==> config.mk <==
export PLATFORM = sky130hd
export DESIGN_NAME = drive_status_bank
export DESIGN_NICKNAME = d
export VERILOG_FILES = /design/src/rtl/dsb_pkg.sv /design/src/rtl/drive_status_word.sv /design/src/rtl/dsb_reader.sv /design/src/rtl/drive_status_bank.sv
export SDC_FILE = /design/constraint.sdc
export NUM_CORES = 1
export LEC_CHECK = 0
export BUFFER_PORTS_ARGS = -buffer_cell sky130_fd_sc_hd__buf_4
export CAP_MARGIN = 10
export CORE_MARGIN = 2
export CORE_UTILIZATION = 50
export CTS_CLUSTER_SIZE = 28
export DETAILED_ROUTE_END_ITERATION = 6
export PLACE_DENSITY = 0.81
export RECOVER_POWER = 25
export SYNTH_ARGS = -nofsm -noshare
export SYNTH_HDL_FRONTEND = slang
export SYNTH_HIERARCHICAL = 1
export SYNTH_SLANG_ARGS = --single-unit
==> constraint.sdc <==
create_clock -name clk -period 1.68 [get_ports clk]
set_input_delay 0.168 -clock clk [delete_from_list [all_inputs] [get_ports clk]]
set_output_delay 0.168 -clock clk [all_outputs]
set_load 0.02 [all_outputs]
==> src/rtl/dsb_pkg.sv <==
package dsb_pkg;

    localparam int WORD_W = 16;

    localparam int B_ATTN  = 15;
    localparam int B_FIRST = 14;
    localparam int B_OVRN  = 13;
    localparam int B_RWUNS = 12;
    localparam int B_ACUNS = 11;
    localparam int B_HUNT  = 10;
    localparam int B_SKINC = 9;
    localparam int B_SKERR = 8;
    localparam int B_SPARE = 7;
    localparam int B_NRDY  = 6;
    localparam int B_EOCYL = 5;
    localparam int B_ADDR  = 4;
    localparam int B_FLAG  = 3;
    localparam int B_BUSY  = 2;
    localparam int B_DATA  = 1;
    localparam int B_SUM   = 0;

    localparam logic [WORD_W-1:0] ONE = {{(WORD_W-1){1'b0}}, 1'b1};

    localparam logic [WORD_W-1:0] STORE_MASK =
        ~((ONE << B_SPARE) | (ONE << B_SUM));

    localparam logic [WORD_W-1:0] SUMMARY_MASK =
        (ONE << B_ATTN) | (ONE << B_FIRST) | (ONE << B_OVRN) | (ONE << B_RWUNS) |
        (ONE << B_ACUNS) | (ONE << B_HUNT) | (ONE << B_SKINC) | (ONE << B_SKERR) |
        (ONE << B_NRDY) | (ONE << B_EOCYL) | (ONE << B_FLAG) | (ONE << B_DATA);

    localparam logic [WORD_W-1:0] READ_CLR_MASK =
        (ONE << B_ATTN) | (ONE << B_EOCYL) | (ONE << B_ADDR) |
        (ONE << B_FLAG) | (ONE << B_DATA);

    typedef enum logic [1:0] {
        OP_NONE       = 2'd0,
        OP_STATUS     = 2'd1,
        OP_ATTN_LOAD  = 2'd2,
        OP_ATTN_MERGE = 2'd3
    } req_op_e;

    typedef enum logic [1:0] {
        ST_IDLE   = 2'd0,
        ST_STATUS = 2'd1,
        ST_ATTN   = 2'd2
    } rsp_state_e;

    function automatic logic [WORD_W-1:0] with_summary(input logic [WORD_W-1:0] w);
        logic [WORD_W-1:0] r;
        r = w;
        r[B_SUM] = |(w & SUMMARY_MASK);
        return r;
    endfunction

endpackage

==> src/rtl/drive_status_word.sv <==
module drive_status_word
    import dsb_pkg::*;
(
    input  logic              clk,
    input  logic              rst_n,
    input  logic              soft_clr,
    input  logic              attached,
    input  logic [WORD_W-1:0] set_bits,
    input  logic [WORD_W-1:0] clr_bits,
    output logic [WORD_W-1:0] word
);

    logic [WORD_W-1:0] keep_on_clear;
    logic [WORD_W-1:0] updated;

    always_comb begin
        keep_on_clear = word & (ONE << B_FIRST);
        if (!attached) begin
            keep_on_clear = keep_on_clear | (ONE << B_NRDY);
        end
        updated = ((word & ~clr_bits) | set_bits) & STORE_MASK;
    end

    always_ff @(posedge clk or negedge rst_n) begin
        if (!rst_n) begin
            word <= '0;
        end else if (soft_clr) begin
            word <= keep_on_clear;
        end else begin
            word <= updated;
        end
    end

endmodule

==> src/rtl/dsb_reader.sv <==
module dsb_reader
    import dsb_pkg::*;
#(
    parameter int NUM_DRIVES = 4,
    localparam int DRV_W = (NUM_DRIVES > 1) ? $clog2(NUM_DRIVES) : 1
) (
    input  logic                                clk,
    input  logic                                rst_n,
    input  logic [1:0]                          req_op,
    input  logic [DRV_W-1:0]                    req_drive,
    input  logic [WORD_W-1:0]                   merge_in,
    input  logic [NUM_DRIVES-1:0][WORD_W-1:0]   words,
    output logic                                rsp_valid,
    output logic                                rsp_attn,
    output logic [WORD_W-1:0]                   rsp_data
);

    rsp_state_e        state, state_nx;
    logic [WORD_W-1:0] data_q, data_nx;
    logic [WORD_W-1:0] attn_map;

    always_comb begin
        attn_map = '0;
        for (int i = 0; i < NUM_DRIVES; i++) begin
            attn_map[i] = words[i][B_ATTN];
        end
    end

    always_comb begin
        state_nx = ST_IDLE;
        data_nx  = data_q;
        unique case (req_op_e'(req_op))
            OP_NONE: begin
                state_nx = ST_IDLE;
            end
            OP_STATUS: begin
                state_nx = ST_STATUS;
                data_nx  = with_summary(words[req_drive]);
            end
            OP_ATTN_LOAD: begin
                state_nx = ST_ATTN;
                data_nx  = attn_map;
            end
            OP_ATTN_MERGE: begin
                state_nx = ST_ATTN;
                data_nx  = attn_map | merge_in;
            end
        endcase
    end

    always_ff @(posedge clk or negedge rst_n) begin
        if (!rst_n) begin
            state  <= ST_IDLE;
            data_q <= '0;
        end else begin
            state  <= state_nx;
            data_q <= data_nx;
        end
    end

    always_comb begin
        rsp_valid = 1'b0;
        rsp_attn  = 1'b0;
        rsp_data  = '0;
        unique case (state)
            ST_IDLE: begin
                rsp_valid = 1'b0;
            end
            ST_STATUS: begin
                rsp_valid = 1'b1;
                rsp_data  = data_q;
            end
            ST_ATTN: begin
                rsp_valid = 1'b1;
                rsp_attn  = 1'b1;
                rsp_data  = data_q;
            end
            default: begin
                rsp_valid = 1'b0;
            end
        endcase
    end

endmodule

==> src/rtl/drive_status_bank.sv <==
module drive_status_bank
    import dsb_pkg::*;
#(
    parameter int NUM_DRIVES = 4,
    localparam int DRV_W = (NUM_DRIVES > 1) ? $clog2(NUM_DRIVES) : 1
) (
    input  logic                  clk,
    input  logic                  rst_n,
    input  logic                  soft_clr,
    input  logic [NUM_DRIVES-1:0] attached,
    input  logic [NUM_DRIVES-1:0] attach,
    input  logic [NUM_DRIVES-1:0] detach,
    input  logic                  ev_valid,
    input  logic [DRV_W-1:0]      ev_drive,
    input  logic [WORD_W-1:0]     ev_set,
    input  logic [WORD_W-1:0]     ev_clr,
    input  logic [1:0]            req_op,
    input  logic [DRV_W-1:0]      req_drive,
    input  logic [WORD_W-1:0]     merge_in,
    output logic                  rsp_valid,
    output logic                  rsp_attn,
    output logic [WORD_W-1:0]     rsp_data
);

    logic [NUM_DRIVES-1:0][WORD_W-1:0] words;

    for (genvar g = 0; g < NUM_DRIVES; g++) begin : g_drive
        logic [WORD_W-1:0] set_bits, clr_bits;
        logic              ev_hit, rd_hit;

        always_comb begin
            ev_hit   = ev_valid && (ev_drive == DRV_W'(g));
            rd_hit   = (req_op == OP_STATUS) && (req_drive == DRV_W'(g));
            set_bits = '0;
            clr_bits = '0;
            if (ev_hit) begin
                set_bits = set_bits | ev_set;
                clr_bits = clr_bits | ev_clr;
            end
            if (rd_hit) begin
                clr_bits = clr_bits | READ_CLR_MASK;
            end
            if (attach[g]) begin
                set_bits = set_bits | (ONE << B_FIRST);
                clr_bits = clr_bits | (ONE << B_NRDY);
            end
            if (detach[g]) begin
                set_bits = set_bits | (ONE << B_NRDY);
                clr_bits = clr_bits | (ONE << B_FIRST);
            end
        end

        drive_status_word u_word (
            .clk      (clk),
            .rst_n    (rst_n),
            .soft_clr (soft_clr),
            .attached (attached[g]),
            .set_bits (set_bits),
            .clr_bits (clr_bits),
            .word     (words[g])
        );
    end

    dsb_reader #(.NUM_DRIVES(NUM_DRIVES)) u_reader (
        .clk       (clk),
        .rst_n     (rst_n),
        .req_op    (req_op),
        .req_drive (req_drive),
        .merge_in  (merge_in),
        .words     (words),
        .rsp_valid (rsp_valid),
        .rsp_attn  (rsp_attn),
        .rsp_data  (rsp_data)
    );

endmodule

==> run summary, run 1 <==
============================================================================
Outcome                                                         finished, violations left
Violations in the final reports                                 setup timing
Power per unit of standard cell area                              735 mW/mm2
# rows                                                                    35
Clock buffer count from CTS                                                9
RSZ-0062 raised after global routing                                     yes
Final Cycle Share                                                       104%
Overall overflow remaining after global route                              0
Post-route cell area                                             0.00571 mm2
Max Root-Sink Buffers                                                      2
CP required                                                          1.92 ns
Final nets                                                               617
Placer's final routability congestion estimate                         0.870
Post-synthesis cell count                                                444
Ys Warns                                                                   6
Sum of routed wire length over all layers                           11900 um
Post-detail-place hpwl                                               8330 um
CTS tree                                                                 yes
Antenna-violating nets left                                                0
Post-Route Skew                                                   0.00884 ns
Area after detailed placement                                    0.00548 mm2
Floorplan die width                                                   101 um
IR Drop Worst-Case VDD                                            0.000483 V
First-pass iteration count of the detailed router                          5
Via total after detailed routing                                        3688
Pins Over Slew Limit                                                       0
Floorplan die area                                                0.0101 mm2
Overall Power                                                        4.20 mW
Number of DRC violations after detailed-routing iteration 0              155
Post-route worst setup slack                                      -0.0643 ns
Highest clock rate                                                   573 MHz
Crit start category                                                     flop
DRC viols                                                                  0
Top library cells by usage in the layout, fill and taps aside   sky130_fd_sc_hd__buf_4 (115), sky130_fd_sc_hd__dfrtp_1 (74), sky130_fd_sc_hd__nor2b_1 (65)
Vertical die dimension                                                101 um
Hold Vio Cnt, Final                                                        0
Actual slew at the worst max-slew pin                                1.06 ns
Post-layout min period                                               1.74 ns
Maximum capacitance violations                                             0
Root Buffer                                                     sky130_fd_sc_hd__clkbuf_8
Netlist area before placement                                    0.00467 mm2
WP data arrival                                                      1.98 ns
Number of buffers inserted by port buffering                              83
Filler-free cell count of the finished design                            662
Initial antenna violation count                                            0
Layout cells sized above 1                                             31.9%
CP max FO                                                                  2
GRT Resource Usage Total                                               24.7%
Initial cell density of the core                                       51.0%
Kind of end point of the critical path                                  flop
Top-level port count                                                      88
Type of the tightest min-delay check                            input port to flop
Total Neg Setup Slack                                             -0.0643 ns
Clock transition at path regs                                        0.08 ns
Largest net degree at the start of global routing                         41
Area delta synth->final                                                22.3%
Buffer count from post-CTS setup fixing                                    0
Vias in the first global route                                          3723
First-pass GRT wire length                                          19000 um
Worst rel slew slack                                                   29.3%
Leakage power                                                        2.91 nW
Util after Layout                                                      62.4%
Skew-Pair Late Insertion Delay                                       0.36 ns
H-tree Lvls                                                                3
Clk sinks                                                                 74
Post-detailed-route via-to-cell ratio                                   5.57
Core region area                                                 0.00915 mm2
Count of endpoints failing setup in the final report                       1
Mapped Nets                                                              515
Final antenna diode count                                                  0
Total instance count after detailed placement                            644
Wire length per cell                                                 17.9 um
Mean instance size in the synthesized netlist                       10.5 um2
Most common cell after layout, fill and taps aside              sky130_fd_sc_hd__buf_4
Classification of the worst setup path                          flop to flop
============================================================================
final timing paths:
kind | endpoint | start | slack (ns) | depth (start not counted)
max in group asynchronous | g_drive[3].u_word/word[13]$_DFF_PN0_ | rst_n | 0.39 | 3
worst max-delay path | u_reader/data_q[0]$_DFFE_PN0P_ | g_drive[3].u_word/word[11]$_DFF_PN0_ | -0.06 | 4
worst min-delay path | g_drive[0].u_word/word[6]$_DFF_PN0_ | attached[0] | 0.005 | 2
worst max register to register | u_reader/data_q[0]$_DFFE_PN0P_ | g_drive[3].u_word/word[11]$_DFF_PN0_ | -0.06 | 4
worst min register to register | u_reader/data_q[4]$_DFFE_PN0P_ | u_reader/data_q[4]$_DFFE_PN0P_ | 0.48 | 2
min in group asynchronous | u_reader/state[1]$_DFF_PN0_ | rst_n | 0.54 | 2
registers in the layout (all words and copies together), names as in the netlist:
name	cells
u_reader/data_q	16
u_reader/state	2
g_drive.u_word/word	56
per-stage QoR:
stage                     worst slack (ns)  hold WS [ns]
after floorplan                     0.0264        -0.128
after global placement              -0.259         0.173
after detailed placement            -0.290         0.186
after CTS                          -0.0696       0.00673
after global routing                -0.161        0.0153
final                              -0.0643       0.00489
final cells by class:
class,instances,area [um2]
Inverter,7,26.3
Tap cell,111,139
Sequential cell,74,1850
Multi-Input combinational cell,332,2540
Clock inverter,5,52.6
Timing Repair Buffer,122,952
Fill cell,761,3440
Clock buffer,11,151
what timing repair did:
| action | 4_1_cts | 5_1_grt |
|---|---|---|
| setup endpoints to repair | 18 | 18 |
| hold buffers | 2 | 0 |
| gates resized for setup | 9 | 1 |
| endpoints found under the hold margin | 40 | 0 |
| cloned | 0 | 0 |
| pin swaps | 3 | 1 |
layer usage:
layer | vias up | share of wire, % | track usage (%)
li1 | 1716 | - | -
met1 | 1806 | 43 | 31.8
met2 | 143 | 49 | 41.5
met3 | 23 | 6.1 | 4.65
met4 | 0 | 2.2 | 9.27
met5 | - | 0 | 0
power by group:
| part | switching [mW] | leakage [nW] | internal (mW) |
|---|---|---|---|
| Clock | 0.674 | 0.105 | 0.759 |
| Sequential | 0.0505 | 0.982 | 1.87 |
| Combinational | 0.406 | 1.82 | 0.437 |
| Total | 1.13 | 2.91 | 3.07 |
worst max-delay path, stage by stage (launching register included):
cell and delay (ns):
sky130_fd_sc_hd__dfrtp_1 0.38, sky130_fd_sc_hd__mux4_2 0.52, sky130_fd_sc_hd__nor4_4 0.30, sky130_fd_sc_hd__nand3_1 0.13, sky130_fd_sc_hd__a221o_1 0.31
Note: power is estimated with default switching activity, not from simulation.
==> inputs of run 2 (changes only) <==
CORE_UTILIZATION = 40   (was 50)
PLACE_DENSITY = 0.68   (was 0.81)
==> run 2 against run 1 <==
Compared with the run above: register-to-register slack got worse by 0.02 ns; highest routed layer unchanged; worst hold slack improved by 0.016 ns; total power grew 12%; the flow still finishes with violations (setup timing); largest cell class unchanged; first-iteration DRC count rose by 10%.
==> run summary, run 2 (same netlist as run 1, synthesis figures left out) <==
============================================================================
RSZ-0062 raised after global routing                                     yes
Fin Hold WS                                                        0.0211 ns   +0.0162 ns
Hold Vio Cnt, Final                                                        0   unchanged
Floorplan die width                                                   112 um   +11%
CP required                                                          1.89 ns   -0.03 ns
H-tree Lvls                                                                3   unchanged
FF/Latch Area                                                    0.00185 mm2   unchanged
Wire length per cell                                                 17.6 um   -2.1%
Reg with most FFs                                               g_drive.u_word/word
Type of the tightest min-delay check                            input port to flop
Violations in the final reports                                 setup timing
Final Cycle Share                                                       105%   +1.5 points
Top-level port count                                                      88   unchanged
Placer's final routability congestion estimate                         0.844   -3.0%
Vertical die dimension                                                112 um   +11%
Number of flip-flops under the largest register name                      56   unchanged
DRC viols                                                                  0   unchanged
Initial antenna violation count                                            0   unchanged
Worst rel slew slack                                                   20.1%   -9.2 points
Util after Layout                                                      51.5%   -11 points
Post-route worst setup slack                                      -0.0889 ns   -0.0246 ns
Final antenna diode count                                                  0   unchanged
WP data arrival                                                      1.98 ns   about the same
Top library cells by usage in the layout, fill and taps aside   sky130_fd_sc_hd__buf_4 (116), sky130_fd_sc_hd__dfrtp_1 (74), sky130_fd_sc_hd__nor2b_1 (60)
Actual slew at the worst max-slew pin                                1.20 ns   +0.137 ns
First-pass iteration count of the detailed router                          6   +1
CTS tree                                                                 yes
Power per unit of standard cell area                              799 mW/mm2   +8.7%
Top flop regs                                                   g_drive.u_word/word x56, u_reader/data_q x16, u_reader/state x2
Post-Route Skew                                                   0.00644 ns   -0.00240 ns
Max Root-Sink Buffers                                                      2   unchanged
Overall Power                                                        4.70 mW   +12%
Pins Over Slew Limit                                                       0   unchanged
First-pass GRT wire length                                          19900 um   +4.5%
IR Drop Worst-Case VDD                                            0.000488 V   +1.0%
Count of endpoints failing setup in the final report                       1   unchanged
Floorplan die area                                                0.0126 mm2   +24%
Leakage power                                                        2.97 nW   +2.2%
Number of fill cells in the layout                                      1063   +40%
Vias in the first global route                                          3749   +0.70%
# rows                                                                    39   +11%
Final nets                                                               620   +0.49%
Post-layout min period                                               1.77 ns   +0.0246 ns
Crit start category                                                     flop
Outcome                                                         finished, violations left
Total Neg Setup Slack                                             -0.0889 ns   -0.0246 ns
Sum of routed wire length over all layers                           12200 um   +3.1%
Buffer count from post-CTS setup fixing                                    0   unchanged
Root Buffer                                                     sky130_fd_sc_hd__clkbuf_16
Clk sinks                                                                 74   unchanged
Kind of end point of the critical path                                  flop
Number of DRC violations after detailed-routing iteration 0              171   +10%
Clock transition at path regs                                        0.06 ns   -0.02 ns
Highest clock rate                                                   565 MHz   -1.4%
Clock buffer count from CTS                                                9   unchanged
Initial cell density of the core                                       40.9%   -10 points
Most common cell after layout, fill and taps aside              sky130_fd_sc_hd__buf_4
Maximum capacitance violations                                             0   unchanged
Footprint of the multi-input gates                               0.00254 mm2   +0.20%
Antenna-violating nets left                                                0   unchanged
Post-detailed-route via-to-cell ratio                                   5.12   -8.0%
Classification of the worst setup path                          flop to flop
Core region area                                                  0.0114 mm2   +25%
Via total after detailed routing                                        3571   -3.2%
Largest net degree at the start of global routing                         34   -17%
CP max FO                                                                  2   unchanged
Number of buffers inserted by port buffering                              83   unchanged
GRT Resource Usage Total                                               20.2%   -4.5 points
Layout cells sized above 1                                             33.2%   +1.3 points
Skew-Pair Late Insertion Delay                                       0.34 ns   -0.02 ns
Overall overflow remaining after global route                              0   unchanged
Post-detail-place hpwl                                               8760 um   +5.2%
Area delta synth->final                                                26.0%
============================================================================
[run 2: changes by cell type in the layout (fill, tap and decap cells not counted), sizes merged]
cell,previous run,this run
clkbuf,13,14
clkinvlp,1,0
clkinv,3,4
buf,118,121
dlygate4sd3,2,1
[run 2: repair_timing]
item,4_1_cts,5_1_grt
gates resized for setup,7,8
pin swaps,1,0
hold buffers,1,0
hold endpoints to repair,30,0
endpoints found under the setup margin,1,12
[run 2: worst paths after layout]
check,from,to,slack [ns],cells after the start
setup / recovery,g_drive[2].u_word/word[6]$_DFF_PN0_,u_reader/data_q[0]$_DFFE_PN0P_,-0.09,4
hold / removal,attached[1],g_drive[1].u_word/word[6]$_DFF_PN0_,0.02,2
setup reg to reg,g_drive[2].u_word/word[6]$_DFF_PN0_,u_reader/data_q[0]$_DFFE_PN0P_,-0.09,4
hold reg to reg,u_reader/data_q[6]$_DFFE_PN0P_,u_reader/data_q[6]$_DFFE_PN0P_,0.48,2
max in group asynchronous,rst_n,g_drive[2].u_word/word[9]$_DFF_PN0_,0.18,3
min in group asynchronous,rst_n,u_reader/data_q[1]$_DFFE_PN0P_,0.47,2
[run 2: routing by layer]
layer	vias to the layer above	global-route usage (%)	wire, um
li1	1724	-	-
met1	1742	26.8	5420
met2	91	33.6	5930
met3	14	4.48	684
met4	0	5.85	202
met5	-	0	0
[run 2: area by class of cell]
| cell class | instances | share of cell area (%) |
|---|---|---|
| clock buffers | 11 | 4.13 |
| clock inverters | 5 | 0.915 |
| flip-flops and latches | 74 | 31.5 |
| inverters | 7 | 0.447 |
| repair buffers | 125 | 16.8 |
| well taps | 143 | 3.04 |
| multi-input cells | 332 | 43.2 |
[run 2: worst max-delay path, cell delays in order (launching register included)]
cell,delay (ns)
sky130_fd_sc_hd__dfrtp_1,0.38
sky130_fd_sc_hd__mux4_2,0.54
sky130_fd_sc_hd__nor4_4,0.33
sky130_fd_sc_hd__nand3_2,0.10
sky130_fd_sc_hd__a221o_1,0.30
[run 2: through the flow]
step / cells / instance area [um2] / worst slack [ns]
after floorplan: 444 / 4670 / 0.0264
after global placement: 680 / 5570 / -0.272
after detailed placement: 680 / 5570 / -0.267
after CTS: 697 / 5880 / -0.100
after global routing: 697 / 5880 / -0.175
final: 697 / 5880 / -0.0889
[run 2: report_power, final]
group	switching, mW	leakage (nW)	internal, mW
sequential	0.0490	0.982	1.88
combinational	0.416	1.84	0.450
clock	0.724	0.149	1.18
